## src/rtl/csr_irq_pkg.sv

```systemverilog
package csr_irq_pkg;
    localparam int ADDR_W  = 6;
    localparam int DATA_W  = 32;
    localparam int N_SRC   = 8;
    localparam int SLOT_W  = ADDR_W - 2;
    localparam int N_SLOTS = 1 << SLOT_W;
    localparam int N_FIXED = 4;
    localparam int N_SCR   = N_SLOTS - N_FIXED;

    localparam logic [SLOT_W-1:0] SLOT_FLAGS = SLOT_W'(0);
    localparam logic [SLOT_W-1:0] SLOT_MASK  = SLOT_W'(1);
    localparam logic [SLOT_W-1:0] SLOT_GATE  = SLOT_W'(2);
    localparam logic [SLOT_W-1:0] SLOT_IDENT = SLOT_W'(3);

    localparam logic [DATA_W-1:0] IDENT_WORD = 32'h00C5_0100;

    typedef logic [SLOT_W-1:0] slot_t;
    typedef logic [DATA_W-1:0] word_t;
    typedef logic [N_SRC-1:0]  src_t;

    typedef struct packed {
        logic  rd;
        logic  wr;
        slot_t slot;
        word_t wdata;
    } bus_req_t;

    typedef struct packed {
        logic flags;
        logic mask;
        logic gate;
        logic ident;
        logic scratch;
    } hit_t;

    function automatic slot_t word_slot(input logic [ADDR_W-1:0] a);
        return a[ADDR_W-1:2];
    endfunction

    function automatic word_t widen_src(input src_t v);
        return {{(DATA_W-N_SRC){1'b0}}, v};
    endfunction
endpackage

```

## src/rtl/csr_decode.sv

```systemverilog
module csr_decode
    import csr_irq_pkg::*;
(
    input  bus_req_t req,
    output hit_t     wr_hit,
    output hit_t     rd_sel
);
    hit_t sel;

    always_comb begin
        sel         = '0;
        sel.flags   = (req.slot == SLOT_FLAGS);
        sel.mask    = (req.slot == SLOT_MASK);
        sel.gate    = (req.slot == SLOT_GATE);
        sel.ident   = (req.slot == SLOT_IDENT);
        sel.scratch = (req.slot >= slot_t'(N_FIXED));
    end

    assign wr_hit = req.wr ? sel : '0;
    assign rd_sel = sel;
endmodule

```

## src/rtl/csr_irq_bank.sv

```systemverilog
module csr_irq_bank
    import csr_irq_pkg::*;
(
    input  logic  clk,
    input  logic  rst,
    input  src_t  evt,
    input  hit_t  wr_hit,
    input  word_t wdata,
    output src_t  flags,
    output src_t  mask,
    output logic  gate,
    output logic  irq
);
    src_t flags_q, mask_q;
    logic gate_q;
    src_t clr_bits;

    assign clr_bits = wr_hit.flags ? wdata[N_SRC-1:0] : '0;

    always_ff @(posedge clk) begin
        if (rst) begin
            flags_q <= '0;
            mask_q  <= '0;
            gate_q  <= 1'b0;
        end else begin
            flags_q <= (flags_q & ~clr_bits) | evt;
            if (wr_hit.mask) mask_q <= wdata[N_SRC-1:0];
            if (wr_hit.gate) gate_q <= wdata[0];
        end
    end

    assign flags = flags_q;
    assign mask  = mask_q;
    assign gate  = gate_q;
    assign irq   = gate_q & (|(flags_q & mask_q));


    evt_set_chk: assert property (@(posedge clk) disable iff (rst)
        (|evt) |=> ((flags_q & $past(evt)) == $past(evt)));


    zero_keep_chk: assert property (@(posedge clk) disable iff (rst)
        wr_hit.flags |=> ((flags_q & $past(flags_q & ~wdata[N_SRC-1:0]))
                          == $past(flags_q & ~wdata[N_SRC-1:0])));


    clear_drop_chk: assert property (@(posedge clk) disable iff (rst)
        (wr_hit.flags && evt == '0 && (flags_q & ~wdata[N_SRC-1:0]) == '0) |=> !irq);


    gate_off_chk: assert property (@(posedge clk) disable iff (rst)
        (wr_hit.gate && !wdata[0]) |=> !irq);
endmodule

```

## src/rtl/csr_scratch_bank.sv

```systemverilog
module csr_scratch_bank
    import csr_irq_pkg::*;
(
    input  logic  clk,
    input  logic  rst,
    input  logic  wr_en,
    input  slot_t slot,
    input  word_t wdata,
    output word_t rword
);
    word_t words [N_SCR];
    word_t pick  [N_SCR];

    for (genvar g = 0; g < N_SCR; g++) begin : g_word
        localparam slot_t MY_SLOT = slot_t'(g + N_FIXED);
        always_ff @(posedge clk) begin
            if (rst)
                words[g] <= '0;
            else if (wr_en && slot == MY_SLOT)
                words[g] <= wdata;
        end
        if (g == 0) begin : g_first
            assign pick[g] = (slot == MY_SLOT) ? words[g] : '0;
        end else begin : g_rest
            assign pick[g] = pick[g-1] | ((slot == MY_SLOT) ? words[g] : '0);
        end
    end

    assign rword = pick[N_SCR-1];
endmodule

```

## src/rtl/csr_irq_slave.sv

```systemverilog
module csr_irq_slave
    import csr_irq_pkg::*;
(
    input  logic        clk,
    input  logic        rst,
    input  logic [5:0]  addr,
    input  logic        rd,
    input  logic        wr,
    input  logic [31:0] wdata,
    input  logic [7:0]  evt,
    output logic [31:0] rdata,
    output logic        rvalid,
    output logic        irq
);
    bus_req_t req;
    hit_t     wr_hit, rd_sel;
    src_t     flags, mask;
    logic     gate;
    word_t    scr_word, rd_mux;
    word_t    rdata_q;
    logic     rvalid_q;

    assign req.rd    = rd;
    assign req.wr    = wr;
    assign req.slot  = word_slot(addr);
    assign req.wdata = wdata;

    csr_decode u_dec (
        .req    (req),
        .wr_hit (wr_hit),
        .rd_sel (rd_sel)
    );

    csr_irq_bank u_irq (
        .clk    (clk),
        .rst    (rst),
        .evt    (evt),
        .wr_hit (wr_hit),
        .wdata  (req.wdata),
        .flags  (flags),
        .mask   (mask),
        .gate   (gate),
        .irq    (irq)
    );

    csr_scratch_bank u_scr (
        .clk    (clk),
        .rst    (rst),
        .wr_en  (wr_hit.scratch),
        .slot   (req.slot),
        .wdata  (req.wdata),
        .rword  (scr_word)
    );

    always_comb begin
        rd_mux = '0;
        if (rd_sel.flags)   rd_mux = widen_src(flags);
        if (rd_sel.mask)    rd_mux = widen_src(mask);
        if (rd_sel.gate)    rd_mux = word_t'(gate);
        if (rd_sel.ident)   rd_mux = IDENT_WORD;
        if (rd_sel.scratch) rd_mux = scr_word;
    end

    always_ff @(posedge clk) begin
        if (rst) begin
            rdata_q  <= '0;
            rvalid_q <= 1'b0;
        end else begin
            rvalid_q <= req.rd;
            rdata_q  <= req.rd ? rd_mux : '0;
        end
    end

    assign rdata  = rdata_q;
    assign rvalid = rvalid_q;


    rvalid_follow_chk: assert property (@(posedge clk) disable iff (rst)
        rd |=> rvalid);


    idle_zero_chk: assert property (@(posedge clk) disable iff (rst)
        !rd |=> (!rvalid && rdata == '0));


    ident_read_chk: assert property (@(posedge clk) disable iff (rst)
        (rd && addr[5:2] == 4'd3) |=> (rdata == 32'h00C5_0100));
endmodule

```

## config.mk

```make
export PLATFORM = sky130hd
export DESIGN_NAME = csr_irq_slave
export DESIGN_NICKNAME = d
export VERILOG_FILES = /design/src/rtl/csr_irq_pkg.sv /design/src/rtl/csr_decode.sv /design/src/rtl/csr_irq_bank.sv /design/src/rtl/csr_scratch_bank.sv /design/src/rtl/csr_irq_slave.sv
export SDC_FILE = /design/constraint.sdc
export NUM_CORES = 1
export LEC_CHECK = 0
export BUFFER_PORTS_ARGS = -buffer_cell sky130_fd_sc_hd__buf_2
export CAP_MARGIN = 20
export CORE_ASPECT_RATIO = 1.1
export CORE_MARGIN = 3
export CORE_UTILIZATION = 58
export CTS_BUF_LIST = sky130_fd_sc_hd__clkbuf_4 sky130_fd_sc_hd__clkbuf_8
export CTS_CLUSTER_DIAMETER = 150
export DETAILED_ROUTE_END_ITERATION = 10
export HOLD_SLACK_MARGIN = 0.12
export PLACE_DENSITY = 0.79
export REMOVE_ABC_BUFFERS = 1
export SLEW_MARGIN = 20
export SYNTH_ARGS = -nofsm -noshare
export SYNTH_HDL_FRONTEND = slang
export SYNTH_SLANG_ARGS = --single-unit
```

## constraint.sdc

```tcl
create_clock -name clk -period 3.4 [get_ports clk]
set_input_delay 0.68 -clock clk [delete_from_list [all_inputs] [get_ports clk]]
set_output_delay 0.68 -clock clk [all_outputs]
set_load 0.1 [all_outputs]
```

After elaboration in Yosys (flattened, before gate mapping)
Memory sizes are Yosys's and may differ from the RTL's.
Cells that the tools add are included.
{"block": "classes", "magnitude_cmp": 1, "n_eq_ne": 15, "mux": 69, "n_bitwise": 29, "n_reduce_logical": 15}
{"operator": "32-bit two-way mux", "count": 28}
{"operator": "32-bit OR", "count": 11}
{"operator": "1-bit two-way mux", "count": 38}
{"operator": "4-bit == test (second input constant)", "count": 8}
{"operator": "8-bit bitwise AND", "count": 2}
{"operator": "4-bit by 3-bit == test with 1-bit output (second input constant)", "count": 4}
{"operator": "8-bit two-way mux", "count": 2}
{"operator": "1-bit logical AND", "count": 12}
{"operator": "1-bit OR", "count": 12}
{"operator": "4-bit by 2-bit == test with 1-bit output (second input constant)", "count": 2}
{"operator": "8-bit NOT", "count": 1}
{"operator": "8-bit OR", "count": 1}
{"operator": "8-bit OR reduction", "count": 1}
{"operator": "5-bit two-way mux", "count": 1}
{"operator": "4-bit by 1-bit == test with 1-bit output (second input constant)", "count": 1}
{"operator": "4-bit by 3-bit greater-or-equal comparator with 1-bit output (second input constant)", "count": 1}
{"operator": "4-bit zero test", "count": 1}
{"operator": "2-bit OR reduction", "count": 1}
{"operator": "1-bit bitwise AND", "count": 1}
{"operator": "1-bit NOT", "count": 1}
{"block": "word_totals", "regBits": 50, "ram_bits": 384, "inputBits": 50, "output_inout_bits": 34, "elab_cells": 135, "n_memories": 1}
{"name": "u_scr.words", "depth": 12, "word_bits": 32, "rd": 12, "rd_clocked_by_memory_dff": 0, "write_ports": 12, "line_no": "csr_scratch_bank.sv:11", "text": "word_t words [N_SCR];"}

Logic depth before layout (Yosys ltp)
{"block": "depth", "ltp_word": 14, "ltp_mapped": 8}

Hierarchy
A second synthesis with hierarchy kept.
{"block": "hier_totals", "cells_unflattened": 1468, "area_unflattened_um2": 19493.7}
{"module": "csr_scratch_bank", "n_inst": 1, "cells_each": 1299, "area_each_um2": 17668.2, "seq_area_each_um2": 11531.1}
{"module": "csr_irq_slave", "n_inst": 1, "cells_each": 95, "area_each_um2": 1077.3, "seq_area_each_um2": 660.6}
{"module": "csr_irq_bank", "n_inst": 1, "cells_each": 59, "area_each_um2": 669.4, "seq_area_each_um2": 340.3}
{"module": "csr_decode", "n_inst": 1, "cells_each": 15, "area_each_um2": 78.8, "seq_area_each_um2": 0.0}

Worst setup path before layout
Ideal clock, no wire load.
{"block": "synth_path", "path_kind": "input -> register", "from": "input addr[5]", "to": "memory u_scr.words[2][0] (netlist name), enable pin", "setup_time_ns": 0.428, "t_arrival_ns": 3.060, "required_time_ns": 2.972, "path_slack_ns": -0.088, "stages": 7, "n_path_buf": 5, "cell_sequence": "buf_6 buf_6 buf_6 buf_4 buf_4 nand3_1 o21bai_1"}
{"item": "from (decl)", "line_no": "csr_irq_slave.sv:6", "text": "input logic [5:0] addr,"}
{"item": "to (decl)", "line_no": "csr_scratch_bank.sv:11"}

Worst setup path in the final report
{"block": "layout_path", "from": "register u_irq.mask_q[4] (netlist: u_irq.mask[4])", "to": "output irq"}
{"block": "layout_between", "elab_chain_cells": 3}
{"item": "from (decl)", "line_no": "csr_irq_bank.sv:14", "text": "src_t flags_q, mask_q;"}
{"item": "from (signal assigned)", "line_no": "csr_irq_bank.sv:27", "text": "if (wr_hit.mask) mask_q <= wdata[N_SRC-1:0];"}
{"item": "8-bit bitwise AND", "line_no": "csr_irq_bank.sv:35", "text": "assign irq = gate_q & (|(flags_q & mask_q));"}
{"item": "8-bit OR reduction", "line_no": "csr_irq_bank.sv:35"}
{"item": "1-bit bitwise AND", "line_no": "csr_irq_bank.sv:35"}
{"item": "to (decl)", "line_no": "csr_irq_slave.sv:13", "text": "output logic irq"}
No other way between the ends.

==> flow_metrics.py <==
metrics = {
    "cts": {
        "clk_latency_ns": 0.63,
        "post-cts-setup-buffer-count": 0,
        "clk_pin_slew_worst_paths_ns": 0.06,
        "root_buffer": "clkbuf_8",
        "clock_sinks": 434,
        "cts_buffers": 70,
        "cts_hold_buf": 0,
        "cts_resized": 0,
        "cts_tree": "yes",
        "clockBufferDepth": 3,
        "htree_num_levels": 3,
    },
    "power_and_ir_drop": {
        "p_seq_frac": 0.522,
        "p_clk_frac": 0.384,
        "p_int_uw": 8860,
        "peakVddDrop_uv": 296,
        "switching_share": 0.254,
        "pwr_density_cell_mw_per_mm2": 539,
        "net-switching-power_uw": 3010,
        "p_comb_frac": 0.095,
        "p_leak_uw": 0.00815,
    },
    "yosys": {
        "synthCells": 1506,
        "ys_types": 73,
        "syn_area_mm2": 0.0195,
        "ys_seq_area_frac": 0.641,
        "synth_edf_count": 384,
        "yosysWarnings": 0,
        "synthArstFlopShare": 0,
        "yosys_register_bits": 434,
        "synth_flop_cell": "edfxtp_1",
        "syn_area_per_cell_um2": 13.0,
    },
    "route": {
        "wl_per_cell_um": 29.0,
        "vias": 13800,
        "final_antenna_net_count": 0,
        "drcViolationCount": 0,
        "drtIter0Drc": 2167,
        "first_pass_iters": 6,
        "wirelength_um": 60400,
        "viasPerCell": 6.64,
    },
    "global_route": {
        "grt_pass1_wl_um": 88200,
        "grt.overflow.total": 0,
        "antenna_found_initial": 3,
        "grt_start_max_net_pins": 56,
        "grtUsageTotal": 0.333,
        "grt_pass1_vias": 14000,
    },
    "final_layout": {
        "layout_common_cells": "387 x and2_1, 384 x edfxtp_1, 78 x buf_2",
        "drive_gt1_frac": 0.216,
        "fin_util": 0.671,
        "nets": 1656,
        "fillerInstances": 2327,
        "synthToLayoutAreaGrowth_pct": 12.6,
        "final_common_cell": "and2_1",
    },
    "sta": {
        "maxSlewHeadroom": 0.295,
        "period_minus_slack_ns": 2.53,
        "skew_ns": 0.0434,
        "hold_violations": 0,
        "setup_ws_ns": 0.874,
        "tightest_slew_ns": 1.06,
        "post-route-period-util": 0.743,
        "fmax_mhz": 396,
        "rsz0062_at_grt": "false",
        "finalSetupViolCount": 0,
        "whs_ns": 0.271,
        "tns_ns": 0,
        "finalMaxSlewViolations": 0,
    },
    "worst_setup_path": {
        "critical_path.max_fanout": 3,
        "rr_worst_depth": 5,
        "crit_type": "reg2out",
        "arrival_ns": 1.85,
        "cp-startpoint": "u_irq.mask[4]",
        "endpoint_kind": "primary output",
        "crit_path_cell_trace": "a22oi_1 > a41oi_1 > buf_2",
        "path_buf_inv": 1,
        "worst_ep_required_time_ns": 2.72,
        "slowest_delay_ns": 0.46,
        "cp-start-kind": "register",
        "r2r-end": "rdata[16]",
        "r2r_slack_ns": 1.87,
        "worstSetupEndpoint": "irq",
        "crit_cells": 3,
        "slowest_stage": "buf_2",
        "worstReg2RegStart": "u_scr.words[2][48]",
        "path_delay_family": "buffers and inverters",
    },
    "flow_run": {
        "max_cap_violations": 0,
    },
    "floorplanning": {
        "pin_count": 84,
        "die_w_um": 181,
        "die_h_um": 199,
        "start_util": 0.596,
        "rows": 69,
        "core_mm2": 0.0328,
        "dieArea_mm2": 0.0359,
    },
    "run_status": {
        "status": "finished, final reports clean",
    },
    "placement": {
        "port_buffers": 81,
        "dp_hpwl_um": 35300,
        "pre_cts_ws_ns": 0.435,
        "finalWeightedCongestion": 0.858,
    },
    "hold_path": {
        "hold_class": "in2reg",
    },
}
metrics by stage:
stage / power, µW / std cells / instance area, µm²
2_1_floorplan: 6830 / 1368 / 18800
3_3_place_gp: 7350 / 1960 / 20600
3_5_place_dp: 7390 / 1960 / 20600
4_1_cts: 11900 / 2085 / 22000
5_1_grt: 12200 / 2086 / 22000
6_report: 11900 / 2086 / 22000
cell usage after synthesis, types with 9 or more instances:
cell | number | area share
nor2_1 | 46 | 0.0088
mux2i_1 | 60 | 0.031
nand2_1 | 55 | 0.011
a32o_1 | 9 | 0.0046
buf_6 | 15 | 0.0086
a22oi_1 | 59 | 0.023
buf_2 | 34 | 0.0087
o21ai_0 | 28 | 0.0072
edfxtp_1 | 384 | 0.59
and2_1 | 387 | 0.12
a221oi_1 | 10 | 0.0045
nor2b_1 | 10 | 0.0032
clkbuf_1 | 70 | 0.013
a22o_1 | 12 | 0.0054
mux2_2 | 17 | 0.0098
nand3_1 | 25 | 0.0064
nor2_2 | 10 | 0.0032
dfxtp_1 | 50 | 0.051
o22ai_1 | 26 | 0.0083
buf_4 | 16 | 0.0061
a32oi_1 | 10 | 0.0045
a21oi_1 | 49 | 0.013
registers in the layout (all words and copies together) (netlist names):
signal / flops
u_irq.mask: 8
rvalid: 1
rdata: 32
u_irq.flags: 8
u_irq.gate: 1
u_scr.words: 384
power by group through the flow:
stage | Sequential [µW] | Combinational [µW] | Clock (µW)
global route | 6220 | 1150 | 4820
global placement | 6280 | 1070 | 0
finish | 6200 | 1120 | 4550
floorplan | 6410 | 415 | 0
CTS | 6190 | 1090 | 4570
detailed placement | 6300 | 1090 | 0
worst reg2reg max path: stages, from the launching register on:
cell and delay [ns]:
edfxtp_1 0.38, mux4_2 0.50, nand2_1 0.09, o2111ai_1 0.13
a221oi_2 0.20, nor2_1 0.10
worst min path at each step:
stage / start / end / slack, ns / cells after the start
after global placement: u_irq.gate / u_irq.gate / 0.48 / 2
after global routing: evt[3] / u_irq.flags[3] / 0.29 / 3
after detailed placement: u_irq.flags[7] / u_irq.flags[7] / 0.50 / 2
final: evt[0] / u_irq.flags[0] / 0.27 / 3
after floorplan: u_irq.gate / u_irq.gate / 0.46 / 2
after CTS: evt[0] / u_irq.flags[0] / 0.25 / 3
routing by layer:
metal	global-route usage	vias up	wire, µm
met3	0.0817	273	8220
met2	0.532	1244	28000
met4	0.197	4	3730
met5	0	-	24
met1	0.418	6628	20500
li1	-	5694	-
cell families (layout without fill, tap and decap cells):
| group | count (synthesis) | after routing | share of synthesized area |
|---|---|---|---|
| multiplexers | 87 | 87 | 0.0499 |
| AND/OR/NAND/NOR | 569 | 569 | 0.171 |
| buffers and inverters | 144 | 297 | 0.0389 |
| other | 0 | 1 | 0 |
| flip-flops | 434 | 434 | 0.641 |
| AO/OA/AOI/OAI | 272 | 272 | 0.0992 |
final cells by class:
class                   instances  area [µm²]  area share
clock inverters                23         160     0.00727
flip-flops and latches        434       12500       0.569
well taps                     426         533      0.0242
diodes                          1        2.50    0.000114
repair buffers                166        1200      0.0545
inverters                       6        22.5     0.00102
multi-input cells             928        6330       0.287
clock buffers                 102        1240      0.0564
Note: power is estimated with default switching activity, not from simulation.
